--- config.mk ---
export PLATFORM = sky130hd
export DESIGN_NAME = ack_eoi_tracker
export DESIGN_NICKNAME = d
export VERILOG_FILES = /design/src/rtl/ack_eoi_pkg.sv /design/src/rtl/aet_prio_lookup.sv /design/src/rtl/aet_link_store.sv /design/src/rtl/aet_chain_walker.sv /design/src/rtl/ack_eoi_tracker.sv
export SDC_FILE = /design/constraint.sdc
export NUM_CORES = 1
export LEC_CHECK = 0
export BUFFER_PORTS_ARGS = -buffer_cell sky130_fd_sc_hd__buf_2
export CORE_ASPECT_RATIO = 2
export CORE_UTILIZATION = 25
export DETAILED_ROUTE_END_ITERATION = 7
export GPL_TIMING_DRIVEN = 0
export HOLD_SLACK_MARGIN = 0.1
export PLACE_DENSITY = 0.42
export SLEW_MARGIN = 5
export SYNTH_ARGS = -nofsm -noshare
export SYNTH_HDL_FRONTEND = slang
export SYNTH_SLANG_ARGS = --single-unit
--- constraint.sdc ---
create_clock -name clk -period 6.25 [get_ports clk]
set_clock_uncertainty 0.05 [all_clocks]
set_input_delay 0.625 -clock clk [delete_from_list [all_inputs] [get_ports clk]]
set_output_delay 0.625 -clock clk [all_outputs]
set_load 0.02 [all_outputs]
--- src/rtl/ack_eoi_pkg.sv ---
package ack_eoi_pkg;
    localparam int ID_W    = 10;
    localparam int PRIO_W  = 8;
    localparam int RPRIO_W = PRIO_W + 1;
    localparam logic [ID_W-1:0]    ID_NONE    = 10'd1023;
    localparam logic [RPRIO_W-1:0] RPRIO_IDLE = 9'h100;

    typedef enum logic {
        WALK_IDLE,
        WALK_STEP
    } walk_state_e;
endpackage

--- src/rtl/aet_prio_lookup.sv ---
module aet_prio_lookup
    import ack_eoi_pkg::*;
#(
    parameter int NUM_IRQ = 32
) (
    input  logic [NUM_IRQ*PRIO_W-1:0] prio_table,
    input  logic [ID_W-1:0]           id,
    output logic [RPRIO_W-1:0]        prio
);
    localparam int IDX_W = (NUM_IRQ > 1) ? $clog2(NUM_IRQ) : 1;
    localparam logic [ID_W-1:0] LIMIT = ID_W'(NUM_IRQ);

    logic [PRIO_W-1:0] entry [NUM_IRQ];

    for (genvar g = 0; g < NUM_IRQ; g++) begin : g_unpack
        assign entry[g] = prio_table[g*PRIO_W +: PRIO_W];
    end

    // IDs outside the table and the "none" ID read as the idle priority.
    always_comb begin
        if (id < LIMIT) begin
            prio = {1'b0, entry[id[IDX_W-1:0]]};
        end else begin
            prio = RPRIO_IDLE;
        end
    end
endmodule

--- src/rtl/aet_link_store.sv ---
module aet_link_store
    import ack_eoi_pkg::*;
#(
    parameter int NUM_IRQ = 32
) (
    input  logic            clk,
    input  logic            rst_n,
    input  logic            wr_en,
    input  logic [ID_W-1:0] wr_addr,
    input  logic [ID_W-1:0] wr_data,
    input  logic [ID_W-1:0] rd_addr_a,
    output logic [ID_W-1:0] rd_data_a,
    input  logic [ID_W-1:0] rd_addr_b,
    output logic [ID_W-1:0] rd_data_b
);
    localparam int IDX_W = (NUM_IRQ > 1) ? $clog2(NUM_IRQ) : 1;
    localparam logic [ID_W-1:0] LIMIT = ID_W'(NUM_IRQ);

    logic [ID_W-1:0] links_q [NUM_IRQ];
    logic [ID_W-1:0] links_d [NUM_IRQ];

    always_comb begin
        links_d = links_q;
        if (wr_en && (wr_addr < LIMIT)) begin
            links_d[wr_addr[IDX_W-1:0]] = wr_data;
        end
    end

    always_ff @(posedge clk or negedge rst_n) begin
        if (!rst_n) begin
            for (int i = 0; i < NUM_IRQ; i++) begin
                links_q[i] <= ID_NONE;
            end
        end else begin
            links_q <= links_d;
        end
    end

    always_comb begin
        rd_data_a = (rd_addr_a < LIMIT) ? links_q[rd_addr_a[IDX_W-1:0]] : ID_NONE;
        rd_data_b = (rd_addr_b < LIMIT) ? links_q[rd_addr_b[IDX_W-1:0]] : ID_NONE;
    end
endmodule

--- src/rtl/aet_chain_walker.sv ---
module aet_chain_walker
    import ack_eoi_pkg::*;
#(
    parameter int NUM_IRQ = 32
) (
    input  logic            clk,
    input  logic            rst_n,
    input  logic            start,
    input  logic [ID_W-1:0] start_ptr,
    input  logic [ID_W-1:0] start_tgt,
    input  logic [ID_W-1:0] link_at_ptr,
    input  logic [ID_W-1:0] link_at_tgt,
    output logic            busy,
    output logic [ID_W-1:0] ptr,
    output logic [ID_W-1:0] tgt,
    output logic            wr_en,
    output logic [ID_W-1:0] wr_addr,
    output logic [ID_W-1:0] wr_data
);
    localparam int CNT_W = $clog2(NUM_IRQ + 1);
    localparam logic [CNT_W-1:0] LAST_STEP = CNT_W'(NUM_IRQ - 1);

    typedef struct packed {
        walk_state_e     st;
        logic [ID_W-1:0] ptr;
        logic [ID_W-1:0] tgt;
        logic [CNT_W-1:0] steps;
    } walk_t;

    walk_t q, d;

    always_comb begin
        d       = q;
        wr_en   = 1'b0;
        wr_addr = q.ptr;
        wr_data = link_at_tgt;
        unique case (q.st)
            WALK_IDLE: begin
                if (start) begin
                    d.st    = WALK_STEP;
                    d.ptr   = start_ptr;
                    d.tgt   = start_tgt;
                    d.steps = '0;
                end
            end
            WALK_STEP: begin
                if (link_at_ptr == ID_NONE) begin
                    d.st = WALK_IDLE;
                end else if (link_at_ptr == q.tgt) begin
                    // splice the completed entry out of the chain
                    wr_en = 1'b1;
                    d.st  = WALK_IDLE;
                end else if (q.steps == LAST_STEP) begin
                    // bound on chain length: never loop forever
                    d.st = WALK_IDLE;
                end else begin
                    d.ptr   = link_at_ptr;
                    d.steps = q.steps + 1'b1;
                end
            end
            default: d.st = WALK_IDLE;
        endcase
    end

    always_ff @(posedge clk or negedge rst_n) begin
        if (!rst_n) begin
            q <= '{st: WALK_IDLE, ptr: ID_NONE, tgt: ID_NONE, steps: '0};
        end else begin
            q <= d;
        end
    end

    assign busy = (q.st == WALK_STEP);
    assign ptr  = q.ptr;
    assign tgt  = q.tgt;
endmodule

--- src/rtl/ack_eoi_tracker.sv ---
module ack_eoi_tracker
    import ack_eoi_pkg::*;
#(
    parameter int NUM_IRQ = 32
) (
    input  logic                      clk,
    input  logic                      rst_n,
    input  logic [ID_W-1:0]           hp_id,
    input  logic [NUM_IRQ*PRIO_W-1:0] prio_table,
    input  logic [NUM_IRQ-1:0]        trig_edge,
    input  logic [NUM_IRQ-1:0]        model_all,
    input  logic [NUM_IRQ-1:0]        irq_enable,
    input  logic [NUM_IRQ-1:0]        line_level,
    input  logic [NUM_IRQ-1:0]        targets_self,
    input  logic                      ack_req,
    input  logic                      eoi_req,
    input  logic [ID_W-1:0]           eoi_id,
    output logic                      ack_valid,
    output logic [ID_W-1:0]           ack_id,
    output logic [ID_W-1:0]           run_id,
    output logic [RPRIO_W-1:0]        run_prio,
    output logic                      pclr_valid,
    output logic [ID_W-1:0]           pclr_id,
    output logic                      pclr_all,
    output logic                      pset_valid,
    output logic [ID_W-1:0]           pset_id,
    output logic                      busy
);
    localparam int IDX_W = (NUM_IRQ > 1) ? $clog2(NUM_IRQ) : 1;
    localparam logic [ID_W-1:0] LIMIT = ID_W'(NUM_IRQ);

    typedef struct packed {
        logic [ID_W-1:0] run_id;
        logic            ack_valid;
        logic [ID_W-1:0] ack_id;
        logic            pclr_valid;
        logic [ID_W-1:0] pclr_id;
        logic            pclr_all;
        logic            pset_valid;
        logic [ID_W-1:0] pset_id;
    } trk_t;

    trk_t q, d;

    logic [RPRIO_W-1:0] hp_prio;
    logic [RPRIO_W-1:0] cur_prio;
    logic               walk_busy;
    logic               walk_start;
    logic [ID_W-1:0]    walk_ptr;
    logic [ID_W-1:0]    walk_tgt;
    logic               walk_we;
    logic [ID_W-1:0]    walk_wa;
    logic [ID_W-1:0]    walk_wd;
    logic               lnk_we;
    logic [ID_W-1:0]    lnk_wa;
    logic [ID_W-1:0]    lnk_wd;
    logic [ID_W-1:0]    lnk_ra;
    logic [ID_W-1:0]    lnk_at_ptr;
    logic [ID_W-1:0]    lnk_at_tgt;
    logic               ack_take;
    logic               eoi_take;
    logic               relevel;
    logic [IDX_W-1:0]   h_idx;
    logic [IDX_W-1:0]   e_idx;

    aet_prio_lookup #(.NUM_IRQ(NUM_IRQ)) i_hp_prio (
        .prio_table (prio_table),
        .id         (hp_id),
        .prio       (hp_prio)
    );

    aet_prio_lookup #(.NUM_IRQ(NUM_IRQ)) i_run_prio (
        .prio_table (prio_table),
        .id         (q.run_id),
        .prio       (cur_prio)
    );

    // one write port shared: the walker owns it while busy, acks otherwise
    assign lnk_ra = walk_busy ? walk_ptr : q.run_id;
    assign lnk_we = walk_busy ? walk_we  : ack_take;
    assign lnk_wa = walk_busy ? walk_wa  : hp_id;
    assign lnk_wd = walk_busy ? walk_wd  : q.run_id;

    aet_link_store #(.NUM_IRQ(NUM_IRQ)) i_links (
        .clk       (clk),
        .rst_n     (rst_n),
        .wr_en     (lnk_we),
        .wr_addr   (lnk_wa),
        .wr_data   (lnk_wd),
        .rd_addr_a (lnk_ra),
        .rd_data_a (lnk_at_ptr),
        .rd_addr_b (walk_tgt),
        .rd_data_b (lnk_at_tgt)
    );

    aet_chain_walker #(.NUM_IRQ(NUM_IRQ)) i_walker (
        .clk         (clk),
        .rst_n       (rst_n),
        .start       (walk_start),
        .start_ptr   (q.run_id),
        .start_tgt   (eoi_id),
        .link_at_ptr (lnk_at_ptr),
        .link_at_tgt (lnk_at_tgt),
        .busy        (walk_busy),
        .ptr         (walk_ptr),
        .tgt         (walk_tgt),
        .wr_en       (walk_we),
        .wr_addr     (walk_wa),
        .wr_data     (walk_wd)
    );

    assign h_idx = hp_id[IDX_W-1:0];
    assign e_idx = eoi_id[IDX_W-1:0];

    always_comb begin
        // EOI has precedence over a same-cycle acknowledge; a walk blocks both
        eoi_take = eoi_req && !walk_busy && (eoi_id < LIMIT) && (q.run_id != ID_NONE);
        ack_take = ack_req && !eoi_req && !walk_busy && (hp_id != ID_NONE)
                   && (hp_prio < cur_prio);
        relevel  = 1'b0;
        if (eoi_id < LIMIT) begin
            relevel = !trig_edge[e_idx] && irq_enable[e_idx]
                      && line_level[e_idx] && targets_self[e_idx];
        end
        walk_start = eoi_take && (eoi_id != q.run_id);

        d            = q;
        d.ack_valid  = ack_req;
        d.ack_id     = ack_take ? hp_id : ID_NONE;
        d.pclr_valid = 1'b0;
        d.pset_valid = 1'b0;

        if (ack_take) begin
            d.run_id     = hp_id;
            d.pclr_valid = 1'b1;
            d.pclr_id    = hp_id;
            d.pclr_all   = model_all[h_idx];
        end

        if (eoi_take) begin
            if (relevel) begin
                d.pset_valid = 1'b1;
                d.pset_id    = eoi_id;
            end
            if (eoi_id == q.run_id) begin
                d.run_id = lnk_at_ptr;
            end
        end
    end

    always_ff @(posedge clk or negedge rst_n) begin
        if (!rst_n) begin
            q <= '{run_id: ID_NONE, ack_valid: 1'b0, ack_id: ID_NONE,
                   pclr_valid: 1'b0, pclr_id: ID_NONE, pclr_all: 1'b0,
                   pset_valid: 1'b0, pset_id: ID_NONE};
        end else begin
            q <= d;
        end
    end

    assign ack_valid  = q.ack_valid;
    assign ack_id     = q.ack_id;
    assign run_id     = q.run_id;
    assign run_prio   = cur_prio;
    assign pclr_valid = q.pclr_valid;
    assign pclr_id    = q.pclr_id;
    assign pclr_all   = q.pclr_all;
    assign pset_valid = q.pset_valid;
    assign pset_id    = q.pset_id;
    assign busy       = walk_busy;
endmodule

==> results of run 1 <==
area by class of cell:
| class | instances | share of cell area (%) |
|---|---|---|
| diodes | 56 | 0.382 |
| plain buffers | 214 | 3.29 |
| clock buffers | 56 | 3.14 |
| clock inverters | 19 | 0.809 |
| inverters | 32 | 0.328 |
| multi-input cells | 1839 | 51.4 |
| flip-flops and latches | 391 | 28.0 |
| well taps | 1538 | 5.25 |
| repair buffers | 503 | 7.41 |
per-layer routing:
layer	vias to the layer above	GRT usage [%]	routed length (um)
met4	6	39.6	30700
met2	1877	57.4	100000
li1	10700	-	-
met3	843	8.36	13300
met5	-	0.0403	36
met1	14000	27.0	54200
final timing paths:
check	from	endpoint	slack, ps	depth (start not counted)
max	i_walker.ptr[3]	i_walker.ptr[1]	-70	13
min	eoi_id[4]	pset_id[4]	230	3
max reg2reg	i_walker.ptr[3]	i_walker.ptr[1]	-70	13
min reg2reg	pclr_id[0]	pclr_id[0]	430	2
max in group asynchronous	rst_n	i_links.links_q[59]	3960	5
min in group asynchronous	rst_n	pclr_all	430	2
critical path, delay by kind of cell, from the launching register on:
kind,cells,cell delay (ps)
muxes,1,410
buffers and inverters,3,1310
DFF,1,520
AOI/OAI and AO/OA,4,1510
and+or+nand+nor,5,2330
flip-flops by register name, summed over array words and instances, names as in the netlist:
name,count
run_id,10
pclr_id,10
pclr_all,1
i_walker.q,6
i_links.links_q,320
ack_valid,1
i_walker.tgt,10
i_walker.ptr,10
ack_id,10
pset_id,10
pclr_valid,1
i_walker.busy,1
pset_valid,1
placed cells by master (no fill, tap or decap), types with 29 or more instances in the layout:
cell type and instances:
dfstp_2 380, buf_2 532, clkbuf_16 42, o22ai_1 125, mux2i_1 31, o21ai_0 116, nor2_1 127, diode_2 56
nand2_1 58, clkbuf_1 99, mux2_4 201, nor2b_1 210, a21oi_1 73, mux2_2 153, inv_1 29, a22oi_1 43
mux4_2 274
where the power goes:
part	total [mW]	leakage [nW]	switching, mW	internal, mW
Sequential	2.98	4.07	0.219	2.76
Clock	2.86	0.702	1.27	1.59
Combinational	7.69	9.72	5.25	2.44
through the flow:
step	worst slack, ps	instance area [um2]	instances	hold WS, ps	total power, mW
4_1_cts	3.23	36400	4591	255	13.1
5_1_grt	18.3	36600	4634	226	13.7
2_1_floorplan	367	30200	2481	279	6.75
3_3_place_gp	-4030	34500	4508	415	10.1
3_5_place_dp	-2970	34700	4513	428	10.2
6_report	-69.2	36700	4648	234	13.5
what timing repair did:
item / CTS / global route
hold endpoints to repair: 3 / 0
pin swaps: 2 / 0
hold buffers: 2 / 0
gates cloned: 1 / 0
setup buffers: 4 / 1
setup endpoints to repair: 375 / 243
resized for setup: 75 / 18
logic make-up after synthesis:
logic type	count (synthesis)
adders and majority gates	9
xor gates and xnor gates	17
DFF	391
and+or+nand+nor	620
muxes	661
AOI/OAI and AO/OA	532
buffers and inverters	251
==> results.tsv, run 1 <==
stage	metric	value	unit
status	status	finished, violations left	
status	failing checks	design-rule violations, max-capacitance violations, max-slew violations, negative setup slack	
synth	most instantiated cells after synthesis	380 x dfstp_2, 274 x mux4_2, 210 x nor2b_1, 201 x mux2_4, 153 x mux2_2	
routing	wire per inst	42.7	um
die	IO Pins	494	
cells_and_area	multi-input logic area	18800	um2
sta	unrepaired setup endpoints after global routing	false	
critical_path	slowest CP cell	nand2_1	
clock_network	Root Buffer	clkbuf_16	
critical_path	CP peak stage delay	900	ps
power_and_ir_drop	maximum VDD drop	0.000258	V
synth	area share of the largest cell type after synthesis	33.1	%
synth	syn avg cell area	12.2	um2
clock_network	Clock transition at path regs	80	ps
power_and_ir_drop	Leak	14.5	nW
routing	Antenna Nets Post-Route	0	
critical_path	Req. time, crit path	6710	ps
cells_and_area	layout cells sized above 1	57.9	%
synth	Synth area leader	dfstp_2	
global_route	gr usage total	32.7	%
routing	via count	27500	
placement	hpwl dp	155000	um
routing	Detailed Route Iter0 Violations	2217	
global_route	number of global-route vias before repair	28400	
synth	largest family of logic cells by synthesized area	multiplexers	
sta	Tcrit/Tclk final	101	%
synth	most common cell in the synthesized netlist	dfstp_2	
sta	final setup vio count	5	
run	max cap viols	1	
die	Vert. Die Dim	493	um
synth	Synth Area in Compound Gates	11.6	%
synth	Netlist cell types	88	
critical_path	critical path class	reg -> reg	
cells_and_area	Final nets	3471	
routing	drt first pass iters	8	
synth	synth top area cells	dfstp_2 33%, mux4_2 20%, mux2_4 10%	
critical_path	arrival time at the worst endpoint	6780	ps
cells_and_area	number of fill cells	12300	
synth	XOR/XNOR Fraction of Synth Area	0.493	%
synth	Simple-Gate Fraction of Synth Area	12.4	%
routing	vias per cell	5.92	
synth	post-synthesis mux area share	37.3	%
clock_network	CTS tree	yes	
sta	Slew Limit Fails	6	
cells_and_area	Core Util, Final	30.7	%
sta	relative slew slack	-2.38	%
placement	placer congestion estimate	1.06	
die	initial core utilization	25.3	%
cells_and_area	register area	10300	um2
clock_network	deepest clock path buffer count	3	
synth	Synth Area in Adders	0.373	%
placement	PortBufs	489	
clock_network	Clk Latency, worst-skew pair	670	ps
routing	DRT Wirelength	199000	um
synth	main flop type after synthesis	dfstp_2	
synth	Cells after Synth	2481	
min_path	Hold WC Path Type	in -> reg	
global_route	largest net degree at the start of global routing	105	
sta	setup_tns	-98.3	ps
critical_path	critical path peak fanout	10	
die	full die area	122000	um2
clock_network	CTS HTree Levels	2	
die	Core Footprint	119000	um2
routing	Remaining DRCs	6	
synth	Ys Warns	0	
synth	Post-synth EDFFs	0	
sta	Tightest Pin Transition	1540	ps
die	site row count	179	
synth	sequential area share after synthesis	34.0	%
power_and_ir_drop	Pwr Density	369	nW/um2
global_route	gr ovfl total	0	
critical_path	crit start category	flip-flop	
sta	fmax	158	MHz
critical_path	worst-path cell chain	clkbuf_1, mux2i_2, nand2_1, a21oi_1, or4_4, and3_1, o2111ai_1, nor2_1, or3_1, clkbuf_1, o21ai_1, clkbuf_1, a2bb2oi_1	
critical_path	nature of the critical path endpoint	flip-flop	
synth	syn nets	2930	
synth	cell area after synthesis	30200	um2
sta	final worst path period need	6320	ps
synth	asr flop ratio synth	100	%
global_route	initial antenna violation count	46	
sta	hold violation count in the final report	0	
sta	Final WS setup	-69.2	ps
clock_network	Sink Count	391	
critical_path	CP dominant cell by count	clkbuf_1	
global_route	first-pass GRT wire length	263000	um
die	chip width	248	um
clock_network	CTS buffer count	41	
cells_and_area	Layout area overhead	21.5	%
synth	#FFs+latches synth	391	
Note: power is estimated with default switching activity, not from simulation.
==> run 2: changes to the inputs <==
RECOVER_POWER = 25   (was not set)
==> run 2 against run 1 <==
- utilization down 0.071 points
- sequential share of layout area up 0.065 points
- the flow still finishes with violations (design-rule violations, max-capacitance violations, max-slew violations, negative setup slack)
- critical endpoint unchanged
- clock power about the same
- die area unchanged
- worst hold slack better by 6.7 ps
- power down 0.11%
- clock-buffer cell count unchanged
- design area down 0.23%
- non-clock buffer count unchanged
==> results.tsv, run 2 (synthesis gave the netlist of run 1 again) <==
stage	metric	value	unit	change
routing	wire per inst	42.9	um	was 42.7 um
routing	Remaining DRCs	4		was 6
power_and_ir_drop	Pwr Density	370	nW/um2	was 369 nW/um2
sta	hold violation count in the final report	0		unchanged
critical_path	nature of the critical path endpoint	flip-flop		unchanged
global_route	GRT met3 Usage	8.36	%	unchanged
placement	hpwl dp	155000	um	unchanged
critical_path	critical path class	reg -> reg		unchanged
die	full die area	122000	um2	unchanged
cells_and_area	multi-input logic area	18800	um2	unchanged
global_route	gr usage total	32.7	%	unchanged
critical_path	critical path peak fanout	10		unchanged
clock_network	CTS tree	yes		unchanged
die	Core Footprint	119000	um2	unchanged
global_route	global routing usage on met2	57.4	%	unchanged
critical_path	Req. time, crit path	6690	ps	was 6710 ps
die	chip width	248	um	unchanged
sta	final worst path period need	6360	ps	was 6320 ps
sta	Tcrit/Tclk final	102	%	was 101%
min_path	Hold WC Path Type	in -> reg		unchanged
global_route	first-pass GRT wire length	263000	um	unchanged
sta	Tightest Pin Transition	2580	ps	was 1540 ps
clock_network	Sink Count	391		unchanged
cells_and_area	layout cells sized above 1	57.6	%	was 57.9%
placement	placement-stage cell area	34700	um2	unchanged
critical_path	arrival time at the worst endpoint	6800	ps	was 6780 ps
global_route	largest net degree at the start of global routing	105		unchanged
routing	Detailed Route Iter0 Violations	2356		was 2217
routing	Antenna Nets Post-Route	0		unchanged
global_route	met1 global-route usage	27.0	%	unchanged
critical_path	crit start category	flip-flop		unchanged
clock_network	Clock transition at path regs	80	ps	about the same
cells_and_area	Reg with most FFs	i_links.links_q		unchanged
clock_network	Root Buffer	clkbuf_16		unchanged
cells_and_area	commonest non-fill, non-tap cells in the layout	526 x buf_2, 380 x dfstp_2, 274 x mux4_2, 210 x nor2b_1, 201 x mux2_4		was 532 x buf_2, 380 x dfstp_2, 274 x mux4_2, 210 x nor2b_1, 201 x mux2_4
power_and_ir_drop	maximum VDD drop	0.000258	V	about the same
status	status	finished, violations left		unchanged
clock_network	deepest clock path buffer count	3		unchanged
cells_and_area	flip-flop count of the largest register after layout	320		unchanged
cells_and_area	commonest non-fill, non-tap cell in the layout	buf_2		unchanged
routing	drt first pass iters	8		unchanged
die	IO Pins	494		unchanged
sta	unrepaired setup endpoints after global routing	false		unchanged
cells_and_area	Final Cell Area	36600	um2	was 36700 um2
sta	setup_tns	-115	ps	was -98.3 ps
cells_and_area	Layout area overhead	21.2	%	was 21.5%
sta	relative slew slack	-71.7	%	was -2.38%
global_route	gr ovfl total	0		unchanged
global_route	number of global-route vias before repair	28400		unchanged
die	site row count	179		unchanged
placement	placer congestion estimate	1.06		unchanged
power_and_ir_drop	Leak	14.4	nW	was 14.5 nW
routing	DRT Wirelength	199000	um	about the same
clock_network	Clk Latency, worst-skew pair	660	ps	was 670 ps
run	max cap viols	4		was 1
sta	final setup vio count	2		was 5
clock_network	CTS HTree Levels	2		unchanged
routing	vias per cell	5.88		was 5.92
global_route	initial antenna violation count	46		unchanged
die	Vert. Die Dim	493	um	unchanged
sta	Slew Limit Fails	216		was 6
cells_and_area	register area	10300	um2	unchanged
sta	Final WS setup	-115	ps	was -69.2 ps
cells_and_area	number of fill cells	12300		about the same
clock_network	CTS buffer count	41		unchanged
routing	via count	27300		was 27.5k
die	initial core utilization	25.3	%	unchanged
placement	PortBufs	489		unchanged
cells_and_area	Final nets	3471		unchanged
sta	fmax	157	MHz	was 158 MHz
status	failing checks	design-rule violations, max-capacitance violations, max-slew violations, negative setup slack		unchanged
global_route	busiest layer in global routing	met2		unchanged
## run 2: repair_timing
action | in CTS | in global routing
hold buffers | 2 | 0
gates resized for setup | 75 | 18
setup buffers | 4 | 1
setup endpoints to repair | 375 | 243
endpoints found under the hold margin | 3 | 0
pin swaps | 2 | 0
cloned | 1 | 0
## run 2: per-layer routing
metal	routed length [um]	share of wire, %
met2	101000	51
met1	54600	27
met3	13000	6.5
met4	30500	15
met5	46	0.023
## run 2: stage by stage
stage / power, mW / util, % / std cells / worst slack [ps] / hold WS (ps)
floorplan: 6.75 / - / 2481 / 367 / 279
global placement: 10.1 / 28.9 / 4508 / -4030 / 415
detailed placement: 10.2 / 29.1 / 4513 / -2970 / 428
CTS: 13.1 / 30.5 / 4591 / 3.23 / 255
global route: 13.7 / 30.6 / 4634 / 18.3 / 232
finish: 13.5 / 30.6 / 4640 / -115 / 241
## run 2: critical path: stages (launching register included)
cell,delay [ps]
dfstp_2,520
clkbuf_1,520
mux2i_2,410
nand2_1,900
a21oi_1,140
or4_4,670
and3_1,230
o2111ai_1,330
nor2_1,170
or3_1,360
clkbuf_1,180
o21ai_1,650
clkbuf_1,620
a2bb2oi_1,430
## run 2: path summary, 6_finish.rpt
kind                                  from              end  slack (ps)  cells after the start
max reg2reg                i_walker.ptr[3]  i_walker.ptr[1]        -110                     13
min reg2reg                     pclr_id[0]       pclr_id[0]         430                      2
min                              eoi_id[4]       pset_id[4]         240                      3
max                        i_walker.ptr[3]  i_walker.ptr[1]        -110                     13
max in group asynchronous            rst_n       pset_valid        1030                      4
min in group asynchronous            rst_n         pclr_all        1300                      2
## run 2: where the power goes
part | switching [mW] | leakage [nW] | internal (mW) | total [mW]
registers | 0.221 | 4.07 | 2.76 | 2.98
logic | 5.24 | 9.68 | 2.43 | 7.68
clock network | 1.27 | 0.702 | 1.59 | 2.87
## run 2: cell type report
cell class                      count  share of cell area, %
Timing Repair Buffer              503                   7.25
Sequential cell                   391                   28.0
Antenna cell                       48                  0.328
Clock buffer                       56                   3.15
Buffer                            214                   3.30
Multi-Input combinational cell   1839                   51.5
Clock inverter                     19                  0.811
Inverter                           32                  0.328
Tap cell                         1538                   5.26
